**src/rtl/irq_seq_pkg.sv**
```systemverilog
package irq_seq_pkg;

    typedef enum logic [1:0] {
        ST_IDLE    = 2'd0,
        ST_ACK1    = 2'd1,
        ST_ACK2    = 2'd2,
        ST_DELIVER = 2'd3
    } seq_state_t;

    localparam int DEF_VEC_W   = 8;
    localparam int DEF_DATA_W  = 32;
    localparam int DEF_NMI_VEC = 2;

endpackage

```
**src/rtl/irq_sync.sv**
```systemverilog
module irq_sync #(
    parameter int   STAGES  = 2,
    parameter logic RST_VAL = 1'b0
) (
    input  logic clk,
    input  logic rst_n,
    input  logic d_in,
    output logic d_out
);

    generate
        if (STAGES == 0) begin : g_bypass
            assign d_out = d_in;
        end else begin : g_chain
            logic [STAGES-1:0] chain_q;
            always_ff @(posedge clk) begin
                if (!rst_n) begin
                    chain_q <= {STAGES{RST_VAL}};
                end else if (STAGES == 1) begin
                    chain_q[0] <= d_in;
                end else begin
                    chain_q <= {chain_q[STAGES-2:0], d_in};
                end
            end
            assign d_out = chain_q[STAGES-1];
        end
    endgenerate

endmodule

```
**src/rtl/irq_nmi_edge.sv**
```systemverilog
module irq_nmi_edge (
    input  logic clk,
    input  logic rst_n,
    input  logic line_s,
    input  logic take,
    output logic pend
);

    logic line_q;
    logic rise;

    // Reset the previous value high so that a line held through reset is not an edge.
    assign rise = line_s & ~line_q;

    always_ff @(posedge clk) begin
        if (!rst_n) begin
            line_q <= 1'b1;
            pend   <= 1'b0;
        end else begin
            line_q <= line_s;
            if (rise) begin
                pend <= 1'b1;
            end else if (take) begin
                pend <= 1'b0;
            end
        end
    end

endmodule

```
**src/rtl/irq_ack_fsm.sv**
```systemverilog
module irq_ack_fsm
    import irq_seq_pkg::*;
#(
    parameter int VEC_W   = DEF_VEC_W,
    parameter int DATA_W  = DEF_DATA_W,
    parameter int NMI_VEC = DEF_NMI_VEC
) (
    input  logic              clk,
    input  logic              rst_n,
    input  logic              nmi_pend,
    input  logic              intr_s,
    input  logic              if_flag,
    input  logic              core_ready,
    input  logic              bus_done,
    input  logic [DATA_W-1:0] bus_data,
    output logic              nmi_take,
    output logic              bus_req,
    output logic              ack_phase,
    output logic              vec_valid,
    output logic [VEC_W-1:0]  vec_out,
    output logic              vec_is_nmi
);

    localparam logic [VEC_W-1:0] NMI_CODE = VEC_W'(NMI_VEC);

    seq_state_t       state_q, state_d;
    logic [VEC_W-1:0] vec_q;
    logic             nmi_q;
    logic             take_intr;
    logic             capture;

    // Arbitration at the acceptance point: non-maskable first.
    always_comb begin
        nmi_take  = 1'b0;
        take_intr = 1'b0;
        if (state_q == ST_IDLE && core_ready) begin
            if (nmi_pend) begin
                nmi_take = 1'b1;
            end else if (intr_s && if_flag) begin
                take_intr = 1'b1;
            end
        end
    end

    assign capture = (state_q == ST_ACK2) && bus_done;

    always_comb begin
        state_d = state_q;
        unique case (state_q)
            ST_IDLE: begin
                if (nmi_take) begin
                    state_d = ST_DELIVER;
                end else if (take_intr) begin
                    state_d = ST_ACK1;
                end
            end
            ST_ACK1: begin
                if (bus_done) begin
                    state_d = ST_ACK2;
                end
            end
            ST_ACK2: begin
                if (bus_done) begin
                    state_d = ST_DELIVER;
                end
            end
            ST_DELIVER: begin
                state_d = ST_IDLE;
            end
            default: begin
                state_d = ST_IDLE;
            end
        endcase
    end

    // State register together with the vector it will deliver.
    always_ff @(posedge clk) begin
        if (!rst_n) begin
            state_q <= ST_IDLE;
            vec_q   <= '0;
            nmi_q   <= 1'b0;
        end else begin
            state_q <= state_d;
            if (nmi_take) begin
                vec_q <= NMI_CODE;
                nmi_q <= 1'b1;
            end else if (capture) begin
                vec_q <= bus_data[VEC_W-1:0];
                nmi_q <= 1'b0;
            end
        end
    end

    // Moore outputs.
    always_comb begin
        bus_req    = 1'b0;
        ack_phase  = 1'b0;
        vec_valid  = 1'b0;
        vec_out    = '0;
        vec_is_nmi = 1'b0;
        unique case (state_q)
            ST_IDLE: begin
            end
            ST_ACK1: begin
                bus_req = 1'b1;
            end
            ST_ACK2: begin
                bus_req   = 1'b1;
                ack_phase = 1'b1;
            end
            ST_DELIVER: begin
                vec_valid  = 1'b1;
                vec_out    = vec_q;
                vec_is_nmi = nmi_q;
            end
            default: begin
            end
        endcase
    end

endmodule

```
**src/rtl/irq_ack_seq.sv**
```systemverilog
module irq_ack_seq
    import irq_seq_pkg::*;
#(
    parameter int VEC_W       = DEF_VEC_W,
    parameter int DATA_W      = DEF_DATA_W,
    parameter int NMI_VEC     = DEF_NMI_VEC,
    parameter int SYNC_STAGES = 2
) (
    input  logic              clk,
    input  logic              rst_n,
    input  logic              nmi_in,
    input  logic              intr_in,
    input  logic              if_flag,
    input  logic              core_ready,
    output logic              irq_pending,
    output logic              bus_req,
    output logic              ack_phase,
    input  logic              bus_done,
    input  logic [DATA_W-1:0] bus_data,
    output logic              vec_valid,
    output logic [VEC_W-1:0]  vec_out,
    output logic              vec_is_nmi
);

    logic nmi_s;
    logic intr_s;
    logic nmi_pend;
    logic nmi_take;

    irq_sync #(.STAGES(SYNC_STAGES), .RST_VAL(1'b1)) u_sync_nmi (
        .clk   (clk),
        .rst_n (rst_n),
        .d_in  (nmi_in),
        .d_out (nmi_s)
    );

    irq_sync #(.STAGES(SYNC_STAGES), .RST_VAL(1'b0)) u_sync_intr (
        .clk   (clk),
        .rst_n (rst_n),
        .d_in  (intr_in),
        .d_out (intr_s)
    );

    irq_nmi_edge u_nmi_edge (
        .clk    (clk),
        .rst_n  (rst_n),
        .line_s (nmi_s),
        .take   (nmi_take),
        .pend   (nmi_pend)
    );

    irq_ack_fsm #(
        .VEC_W   (VEC_W),
        .DATA_W  (DATA_W),
        .NMI_VEC (NMI_VEC)
    ) u_fsm (
        .clk        (clk),
        .rst_n      (rst_n),
        .nmi_pend   (nmi_pend),
        .intr_s     (intr_s),
        .if_flag    (if_flag),
        .core_ready (core_ready),
        .bus_done   (bus_done),
        .bus_data   (bus_data),
        .nmi_take   (nmi_take),
        .bus_req    (bus_req),
        .ack_phase  (ack_phase),
        .vec_valid  (vec_valid),
        .vec_out    (vec_out),
        .vec_is_nmi (vec_is_nmi)
    );

    assign irq_pending = nmi_pend | (intr_s & if_flag);

endmodule

```
**config.mk**
```make
export PLATFORM = sky130hd
export DESIGN_NAME = irq_ack_seq
export DESIGN_NICKNAME = d
export VERILOG_FILES = /design/src/rtl/irq_seq_pkg.sv /design/src/rtl/irq_sync.sv /design/src/rtl/irq_nmi_edge.sv /design/src/rtl/irq_ack_fsm.sv /design/src/rtl/irq_ack_seq.sv
export SDC_FILE = /design/constraint.sdc
export NUM_CORES = 1
export LEC_CHECK = 0
export BUFFER_PORTS_ARGS = -buffer_cell sky130_fd_sc_hd__buf_2
export CORE_MARGIN = 2
export CORE_UTILIZATION = 42
export CTS_CLUSTER_DIAMETER = 100
export CTS_CLUSTER_SIZE = 25
export DETAILED_ROUTE_END_ITERATION = 10
export PLACE_DENSITY = 0.81
export REMOVE_ABC_BUFFERS = 1
export SYNTH_ARGS = -nofsm -noshare
export SYNTH_HDL_FRONTEND = slang
export SYNTH_SLANG_ARGS = --single-unit
```
**constraint.sdc**
```tcl
create_clock -name clk -period 2.8 [get_ports clk]
set_input_delay 0.28 -clock clk [delete_from_list [all_inputs] [get_ports clk]]
set_output_delay 0.28 -clock clk [all_outputs]
set_load 0.01 [all_outputs]
```
==> metrics.txt, run 1 <==
Post-Syn Instances 88; P&R area growth vs syn 24.0%; CP Cell Sequence ha_1 -> and2_1 -> buf_2; peak supply drop 0.000310 V; commonest non-fill, non-tap cells in the layout buf_2, nand2_1, dfxtp_1; initial antenna violation count 0; core area 0.00171 sq mm; crit end category output pin; post-synth top area share 45.1%; met1 usage 15.9%; drt total wl 1.39 mm; post-route antenna net violation count 0; Tcrit/Tclk final 57.4%; vias in the first global route 559; hold endpoint u_sync_nmi.g_chain.chain_q[0]; num rows 15; Final Wtd Congestion 0.788; Compound-Gate Fraction of Synth Area 11.4%; max-cap check violation count 0; crit path time final 1.61 ns; Mean Syn Cell Area 8.57 sq um; gr usage total 14.2%; most common cell after layout, fill and taps aside buf_2; GRT Residual Overflow 0; Int Pwr 320 uW; min-delay src nmi_in; P_leak 0.000450 uW; Sequential Power Share 59.9%; Seq cells post-synth 17; met3 Track Usage GR 3.53%; YS warnings 0; Mapped Area 754 sq um; Synth Area in Adders 8.29%; Slew HR 80.9%; Clock Latency Late Sink 0.29 ns; Sink Count 17; CTS tree done; CP max FO 10; WS Path Type reg -> out; CP max-delay cell dfxtp_1; final net count 162; H-tree Lvls 1; drt pass-1 iters 4; Slew Limit Fails 0; startpoint types flop; RSZ-0062 raised after global routing false; Post-CTS Resized 0; final hold vios 0; part of the power in the clock network 30.5%; CTS root buffer clkbuf_4; XOR/XNOR Fraction of Synth Area 0%; Final Skew 0.00200 ns; Sw Pwr 98.1 uW; Net Sw Frac 23.5%; starting density of the core 44.2%; routed len/inst 9.77 um; Die Width 46.4 um; routed vias 667; routing usage on met2 24.7%; height of the chip 46.4 um; first-pass GRT wire length 2.14 mm; Post-Route Utilization 54.8%; Hold Buf Count CTS 0; Initial DRC Count 7; multiplexer share of the synthesized area 2.65%; Worst path max stage delay 0.40 ns; RR Endpoint u_fsm.vec_q[1]; outcome finished clean; Max Fclk 0.622 GHz; pwr/cell area 447 mW/mm^2; die area 0.00215 sq mm; Final setup viols 0; Top Usage Layer GRT met2; largest net degree at the start of global routing 13; Total Power 418 uW; main combinational cell family by area after synthesis simple AND/OR/NAND/NOR gates; combinational share of power 9.7%; setup_tns 0 ns; layout cells sized above 1 29.1%; total I/O pin count 52; Worst Hold Depth 2; Least-Margin Pin Slew 0.286 ns; CTS Buffer Depth 2; simple-gate share of the synthesized area 28.9%; clock-pin transition on the worst setup and hold timing paths 0.09 ns; post-CTS setup repair buffer count 0; cell taking the most area after synthesis dfxtp_1; CP required 2.52 ns; unique cell type count in the Yosys netlist 20; post-synthesis sequential area ratio 45.1%; reg2reg setup slack 1.47 ns; drt drc 0; I/O Buffers 27; largest cells by area after synthesis dfxtp_1, nand2_1, and2_1; R2R depth 5; diodes inserted 0; Worst R2R Start u_fsm.state_q[0]; vias per cell 4.70; TritonCTS buffer count 3; worst hold path type in -> reg; crit path DAT 1.33 ns; dpl hpwl 1.10 mm
==> synth_stat cells <==
master	n
nand3_1	1
buf_4	1
buf_2	1
ha_1	5
a21o_1	1
o221ai_2	1
inv_2	1
a21oi_1	8
nand2b_1	4
a31oi_1	1
and2_1	12
nand2_1	22
nor2b_1	2
nor2_1	2
a21boi_1	1
inv_1	3
and4_2	1
mux2i_1	2
dfxtp_1	17
o21ai_0	2
==> worst max path at each step <==
| stage | start | to | slack [ns] |
|---|---|---|---|
| after floorplan | u_fsm.state_q[0] | u_fsm.state_q[1] | 1.58 |
| after global placement | u_fsm.state_q[0] | u_fsm.vec_q[1] | 1.53 |
| after detailed placement | u_fsm.state_q[0] | u_fsm.vec_q[1] | 1.45 |
| after CTS | u_fsm.state_q[1] | vec_out[3] | 1.17 |
| after global routing | u_fsm.state_q[0] | vec_out[5] | 1.08 |
| final | u_fsm.state_q[0] | vec_out[3] | 1.19 |
==> logic make-up (layout without fill, tap and decap cells) <==
family | count (synthesis) | after routing
AO/OA/AOI/OAI | 14 | 14
adder cells (fa/ha/maj) | 5 | 5
AND/OR/NAND/NOR | 44 | 44
multiplexers | 2 | 2
flip-flops | 17 | 17
buffers and inverters | 6 | 35
==> layer usage <==
layer  up-vias  part of all wire, %
met2        27                   48
met5         -                    0
met1       294                   44
li1        344                    -
met4         0                  1.3
met3         2                  6.6
==> flip-flops by register name, indices dropped and copies added (netlist names) <==
signal and count:
u_nmi_edge.line_q 1, u_fsm.vec_q 8, u_nmi_edge.pend 1, u_sync_nmi.g_chain.chain_q 2
u_fsm.state_q 2, u_fsm.nmi_q 1, u_sync_intr.g_chain.chain_q 2
==> area by class of cell <==
class | count | area (sq um)
clock buffers | 3 | 22.5
clock inverters | 1 | 5.00
fillers | 167 | 772
inverters | 4 | 15.0
multi-input cells | 65 | 387
flip-flops and latches | 17 | 340
well taps | 25 | 31.3
repair buffers | 27 | 135
==> worst max-delay path: cells and delay by family (launching register included) <==
kind                     cells  cell delay [ns]
adder cells (fa/ha/maj)      1             0.34
buffers and inverters        1             0.12
flip-flops                   1             0.40
AND/OR/NAND/NOR              1             0.18
==> through the flow <==
step | instance area, sq um | hold WS (ns) | std cells | setup WS (ns)
after floorplan | 742 | 0.353 | 86 | 1.58
after global placement | 908 | 0.392 | 138 | 1.53
after detailed placement | 908 | 0.405 | 138 | 1.45
after CTS | 936 | 0.152 | 142 | 1.17
after global routing | 936 | 0.167 | 142 | 1.08
final | 936 | 0.165 | 142 | 1.19
==> power by group through the flow <==
| stage | sequential (uW) | combinational [uW] | clock (uW) |
|---|---|---|---|
| floorplan | 255 | 23.0 | 0 |
| global placement | 256 | 39.2 | 0 |
| detailed placement | 256 | 40.4 | 0 |
| CTS | 250 | 41.1 | 136 |
| global route | 251 | 45.8 | 142 |
| finish | 250 | 40.4 | 127 |
Power figures use the tool's default switching activity.
==> run 2: changes to the inputs <==
- CORE_UTILIZATION: 42 -> 36
- PLACE_DENSITY: 0.81 -> 0.74
- clock period: 2.8 -> 1.47 ns (I/O delays scaled with it)
==> run 2 against run 1 <==
Non-clock buffer count is the same. Global-route usage is 2.4 points lower. Via count down 6.0%. Clock power rose by 86%. Cell area grew 0.53%. Clock skew increased by 0.0053 ns.
==> metrics.txt, run 2 (synthesis gave the netlist of run 1 again) <==
drt total wl 1.35 mm (-3.0%); reg2reg setup slack 0.12 ns (-1.35 ns); first-pass GRT wire length 2.30 mm (+7.4%); final hold vios 0 (unchanged); GRT Residual Overflow 0 (unchanged); Clock Latency Late Sink 0.28 ns (about the same); height of the chip 49.8 um (+7.3%); Post-Route Utilization 48.0% (-6.8 points); drt drc 0 (unchanged); startpoint types flop; outcome finished clean; end of the critical path vec_out[2]; final net count 162 (unchanged); hold slack 0.0447 ns (-0.120 ns); Final Instance Area 941 sq um (+0.53%); Seq. cell area 340 sq um (unchanged); total I/O pin count 52 (unchanged); Tcrit/Tclk final 94.2%; worst hold path type in -> reg; multi-input logic area 389 sq um (+0.65%); Placed Cells 140 (+1.4%); Filler Cell Count 216 (+29%); diodes inserted 0 (unchanged); CTS Buffer Depth 2 (unchanged); Worst R2R Start u_fsm.state_q[0]; Reg with most FFs u_fsm.vec_q; crit path DAT 1.24 ns (-0.09 ns); Initial DRC Count 6 (-1); initial antenna violation count 0 (unchanged); layout cells sized above 1 29.9% (+0.85 points); Hold Buf Count CTS 0 (unchanged); crit path time final 1.38 ns; vias in the first global route 596 (+6.6%); pwr/cell area 839 mW/mm^2 (+88%); Die Width 49.8 um (+7.3%); post-route antenna net violation count 0 (unchanged); Sink Count 17 (unchanged); CTS root buffer clkbuf_4; Setup crit start u_fsm.state_q[1]; Final setup viols 0 (unchanged); P&R area growth vs syn 24.7%; crit end category output pin; clock-pin transition on the worst setup and hold timing paths 0.10 ns (about the same); P_leak 0.000447 uW (-0.67%); Max Fclk 0.722 GHz; final cell count without fillers 144 (+1.4%); number of flip-flops in the largest register 8 (unchanged); RR Endpoint u_fsm.vec_q[1]; most common cell after layout, fill and taps aside buf_2; Slew HR 79.5% (-1.4 points); TritonCTS buffer count 3 (unchanged); I/O Buffers 27 (unchanged); dpl hpwl 1.10 mm (-0.15%); routed vias 627 (-6.0%); starting density of the core 38.5% (-5.7 points); peak supply drop 0.000775 V (+150%); Least-Margin Pin Slew 0.307 ns (+0.0206 ns); largest net degree at the start of global routing 13 (unchanged); max-cap check violation count 0 (unchanged); Final Wtd Congestion 0.785 (-0.38%); vias per cell 4.35 (-7.3%); Final Skew 0.00728 ns (+0.00529 ns); RSZ-0062 raised after global routing true; H-tree Lvls 1 (unchanged); die area 0.00248 sq mm (+15%); routed len/inst 9.34 um (-4.4%); CP required 1.32 ns (-1.20 ns); commonest non-fill, non-tap cells in the layout buf_2, nand2_1, dfxtp_1; R2R depth 5 (unchanged); WS Path Type reg -> out; setup_tns 0 ns (unchanged); core area 0.00196 sq mm (+15%); Placed Area 911 sq um (+0.28%); CTS tree done; Slew Limit Fails 0 (unchanged); CP max FO 10 (unchanged); num rows 16 (+1); gr usage total 11.8% (-2.4 points); drt pass-1 iters 3 (-1)
## run 2: power by group
part           internal (uW)  total (uW)  switching [uW]
clock network            101         236             135
logic                   37.4        76.8            39.4
registers                471         477            6.04
total                    609         790             181
## run 2: metal layers
metal / share of wire [%] / vias up / global-route usage (%)
li1: - / 341 / -
met1: 50 / 263 / 13.0
met2: 44 / 23 / 21.6
met3: 5.9 / 0 / 4.85
met4: 0 / 0 / 1.39
met5: 0 / - / 0
## run 2: final cells by class
type | count | share of cell area [%]
timing repair buffer | 27 | 14.4
multi-input combinational | 65 | 41.4
sequential | 17 | 36.2
clock inverter | 1 | 0.532
clock buffer | 3 | 2.39
inverter | 4 | 1.60
tap | 27 | 3.59
## run 2: critical path: stages, from the launching register on
cell     delay, ns
dfxtp_1       0.40
ha_2          0.29
and2_1        0.14
buf_2         0.12
## run 2: what timing repair did
| item | in CTS | in global routing |
|---|---|---|
| gates cloned | 0 | 0 |
| endpoints found under the setup margin | 7 | 3 |
| buffers inserted | 0 | 0 |
| gates resized for setup | 1 | 0 |
## run 2: how the worst min path moves through the flow
stage           start                       endpoint  slack, ns  cells past startpoint
2_1_floorplan   rst_n              u_nmi_edge.line_q       0.22                      1
3_3_place_gp   nmi_in  u_sync_nmi.g_chain.chain_q[0]       0.33                      2
3_5_place_dp   nmi_in  u_sync_nmi.g_chain.chain_q[0]       0.34                      2
4_1_cts        nmi_in  u_sync_nmi.g_chain.chain_q[0]       0.04                      2
5_1_grt        nmi_in  u_sync_nmi.g_chain.chain_q[0]       0.03                      2
6_report       nmi_in  u_sync_nmi.g_chain.chain_q[0]       0.04                      2
## run 2: through the flow
step                      power [uW]  setup WS [ns]
final                            790         0.0851
after global routing             834        -0.0149
after CTS                        805         0.0625
after detailed placement         566          0.113
after global placement           562          0.182
after floorplan                  530          0.250
==> run 3: changes to the inputs <==
- ABC_AREA: not set -> 1
- CORE_UTILIZATION: 36 -> 43
- PLACE_DENSITY: 0.74 -> 0.82
- clock period: 1.47 -> 1.7 ns (I/O delays scaled with it)
==> run 3 against run 2 <==
Critical path depth up 1. Non-clock buffer count unchanged. Largest cell class unchanged. Clock power down 12%. Clock skew down 0.00081 ns. Synthesized area up 2.3%. Final cell count up 12%.
==> metrics.txt, run 3 <==
outcome finished clean; routed vias 716 (+14%); Reg with most FFs u_fsm.vec_q; Mapped Area 772 sq um (+2.3%); top cells by count, synth nand2_1, inv_1, dfxtp_1; Worst path max stage delay 0.39 ns (about the same); crit path DAT 1.35 ns (+0.11 ns); total I/O pin count 52 (unchanged); YS warnings 0 (unchanged); crit end category output pin; startpoint types flop; commonest non-fill, non-tap cells in the layout nand2_1, buf_2, inv_1; GRT Residual Overflow 0 (unchanged); top-count cell post-synth nand2_1; Synth Area in Adders 8.10% (-0.19 points); XOR/XNOR Fraction of Synth Area 0% (unchanged); worst hold path type in -> reg; Mean Syn Cell Area 7.21 sq um (-16%); CTS tree done; cell taking the most area after synthesis dfxtp_1; diodes inserted 0 (unchanged); Worst Setup Slack, final 0.178 ns (+0.0933 ns); vias per cell 4.45 (+2.1%); height of the chip 46.4 um (-6.9%); initial antenna violation count 0 (unchanged); Slew Limit Fails 0 (unchanged); unique cell type count in the Yosys netlist 15 (-25%); num rows 15 (-1); number of flip-flops in the largest register 8 (unchanged); largest net degree at the start of global routing 11 (-2); Tcrit/Tclk final 89.5%; CP bufs+invs 2 (+1); Post-synth top flop dfxtp_1; die area 0.00215 sq mm (-13%); final hold vios 0 (unchanged); asr flop ratio synth 0% (unchanged); main combinational cell family by area after synthesis simple AND/OR/NAND/NOR gates; Sequential Power Share 43.8% (-17 points); post-CTS setup repair buffer count 0 (unchanged); Net Sw Frac 36.4% (+14 points); Final Wtd Congestion 0.696 (-11%); Max Fclk 0.657 GHz; starting density of the core 45.2% (+6.7 points); Sink Count 17 (unchanged); P&R area growth vs syn 22.7%; Slew HR 76.2% (-3.3 points); post-route antenna net violation count 0 (unchanged); simple-gate share of the synthesized area 27.2% (-1.6 points); CP Cell Sequence ha_1 -> nand2_1 -> inv_1 -> buf_2; Worst path top cell family by delay flip-flops; reg2reg setup slack 0.34 ns (+0.22 ns); CP max-delay cell dfxtp_1; min-delay src intr_in; Final Instance Area 947 sq um (+0.66%); TritonCTS buffer count 3 (unchanged); RSZ-0062 raised after global routing false; WS Path Type reg -> out; combinational share of power 37.2% (+28 points); post-synthesis sequential area ratio 44.1% (-1.0 points); layout cells sized above 1 27.2% (-2.7 points); drt pass-1 iters 4 (+1); part of the power in the clock network 19.0% (-11 points); CTS root buffer clkbuf_4; gr usage total 14.8% (+3.0 points); drt total wl 1.43 mm (+6.3%); routed len/inst 8.88 um (-4.9%); pwr/cell area 1150 mW/mm^2 (+37%); Die Width 46.4 um (-6.9%); multiplexer share of the synthesized area 0% (-2.7 points); Compound-Gate Fraction of Synth Area 9.08% (-2.4 points); Int Pwr 694 uW (+14%); core area 0.00171 sq mm (-13%); post-synth top area share 44.1% (-1.0 points); peak supply drop 0.000714 V (-7.9%); Post-CTS Resized 0 (-1); Initial DRC Count 8 (+2); vias in the first global route 573 (-3.9%); Least-Margin Pin Slew 0.357 ns (+0.0502 ns); Worst R2R Start u_fsm.state_q[0]; largest cells by area after synthesis dfxtp_1, nand2_1, inv_1; Post-synth EDFFs 0 (unchanged); I/O Buffers 27 (unchanged); final net count 181 (+12%); Seq cells post-synth 17 (unchanged); Placed Area 921 sq um (+1.1%); Clock Latency Late Sink 0.28 ns (about the same); CP max FO 10 (unchanged); crit path time final 1.52 ns; max-cap check violation count 0 (unchanged); CTS Buffer Depth 2 (unchanged); Final Skew 0.00648 ns (-0.000808 ns); clock-pin transition on the worst setup and hold timing paths 0.09 ns (about the same); dpl hpwl 1.12 mm (+1.9%); H-tree Lvls 1 (unchanged); drt drc 0 (unchanged); Post-Syn Instances 107 (+22%); CP required 1.53 ns (+0.21 ns); Final setup viols 0 (unchanged); Sw Pwr 397 uW (+120%); Hold Buf Count CTS 0 (unchanged); hold slack 0.0649 ns (+0.0202 ns); Placement Setup Slack 0.349 ns (+0.236 ns); setup_tns 0 ns (unchanged); most common cell after layout, fill and taps aside nand2_1; first-pass GRT wire length 2.23 mm (-3.0%); P_leak 0.000566 uW (+27%); Setup crit start u_fsm.state_q[0]
-- run 3: stage by stage --
stage	total power, uW	cells	util (%)
after floorplan	784	105	-
final	1090	161	55.5
after detailed placement	897	157	53.9
after global routing	1190	161	55.5
after CTS	1100	161	55.5
after global placement	877	157	53.9
-- run 3: layout make-up --
type | instances | area [sq um]
fillers | 167 | 761
inverters | 19 | 71.3
well taps | 25 | 31.3
multi-input cells | 69 | 343
repair buffers | 27 | 135
clock buffers | 4 | 26.3
flip-flops and latches | 17 | 340
-- run 3: kinds of logic after synthesis --
kind of cell             after synthesis
AO/OA/AOI/OAI                         13
adder cells (fa/ha/maj)                5
buffers and inverters                 21
flip-flops                            17
AND/OR/NAND/NOR                       51
-- run 3: tightest hold or removal path, cell delays in order --
cell	delay, ns
buf_2	0.07
nand2_1	0.04
inv_1	0.04
-- run 3: per-layer routing --
metal	track usage, %	vias up	share of wire, %
met5	0	-	0
met4	8.57	0	1.7
met3	3.53	4	4.3
met2	23.1	18	50
met1	18.5	317	44
li1	-	377	-
-- run 3: power groups by stage --
stage,Clock [uW],Sequential (uW),Combinational [uW]
after floorplan,0,480,304
after global placement,0,484,393
after detailed placement,0,488,410
after CTS,213,478,412
after global routing,233,485,471
final,207,478,406
-- run 3: final timing paths --
kind	cells past startpoint	endpoint
worst max-delay path	4	vec_out[1]
worst min-delay path	3	u_sync_intr.g_chain.chain_q[0]
worst max register to register	8	u_fsm.vec_q[1]
worst min register to register	2	u_sync_intr.g_chain.chain_q[1]
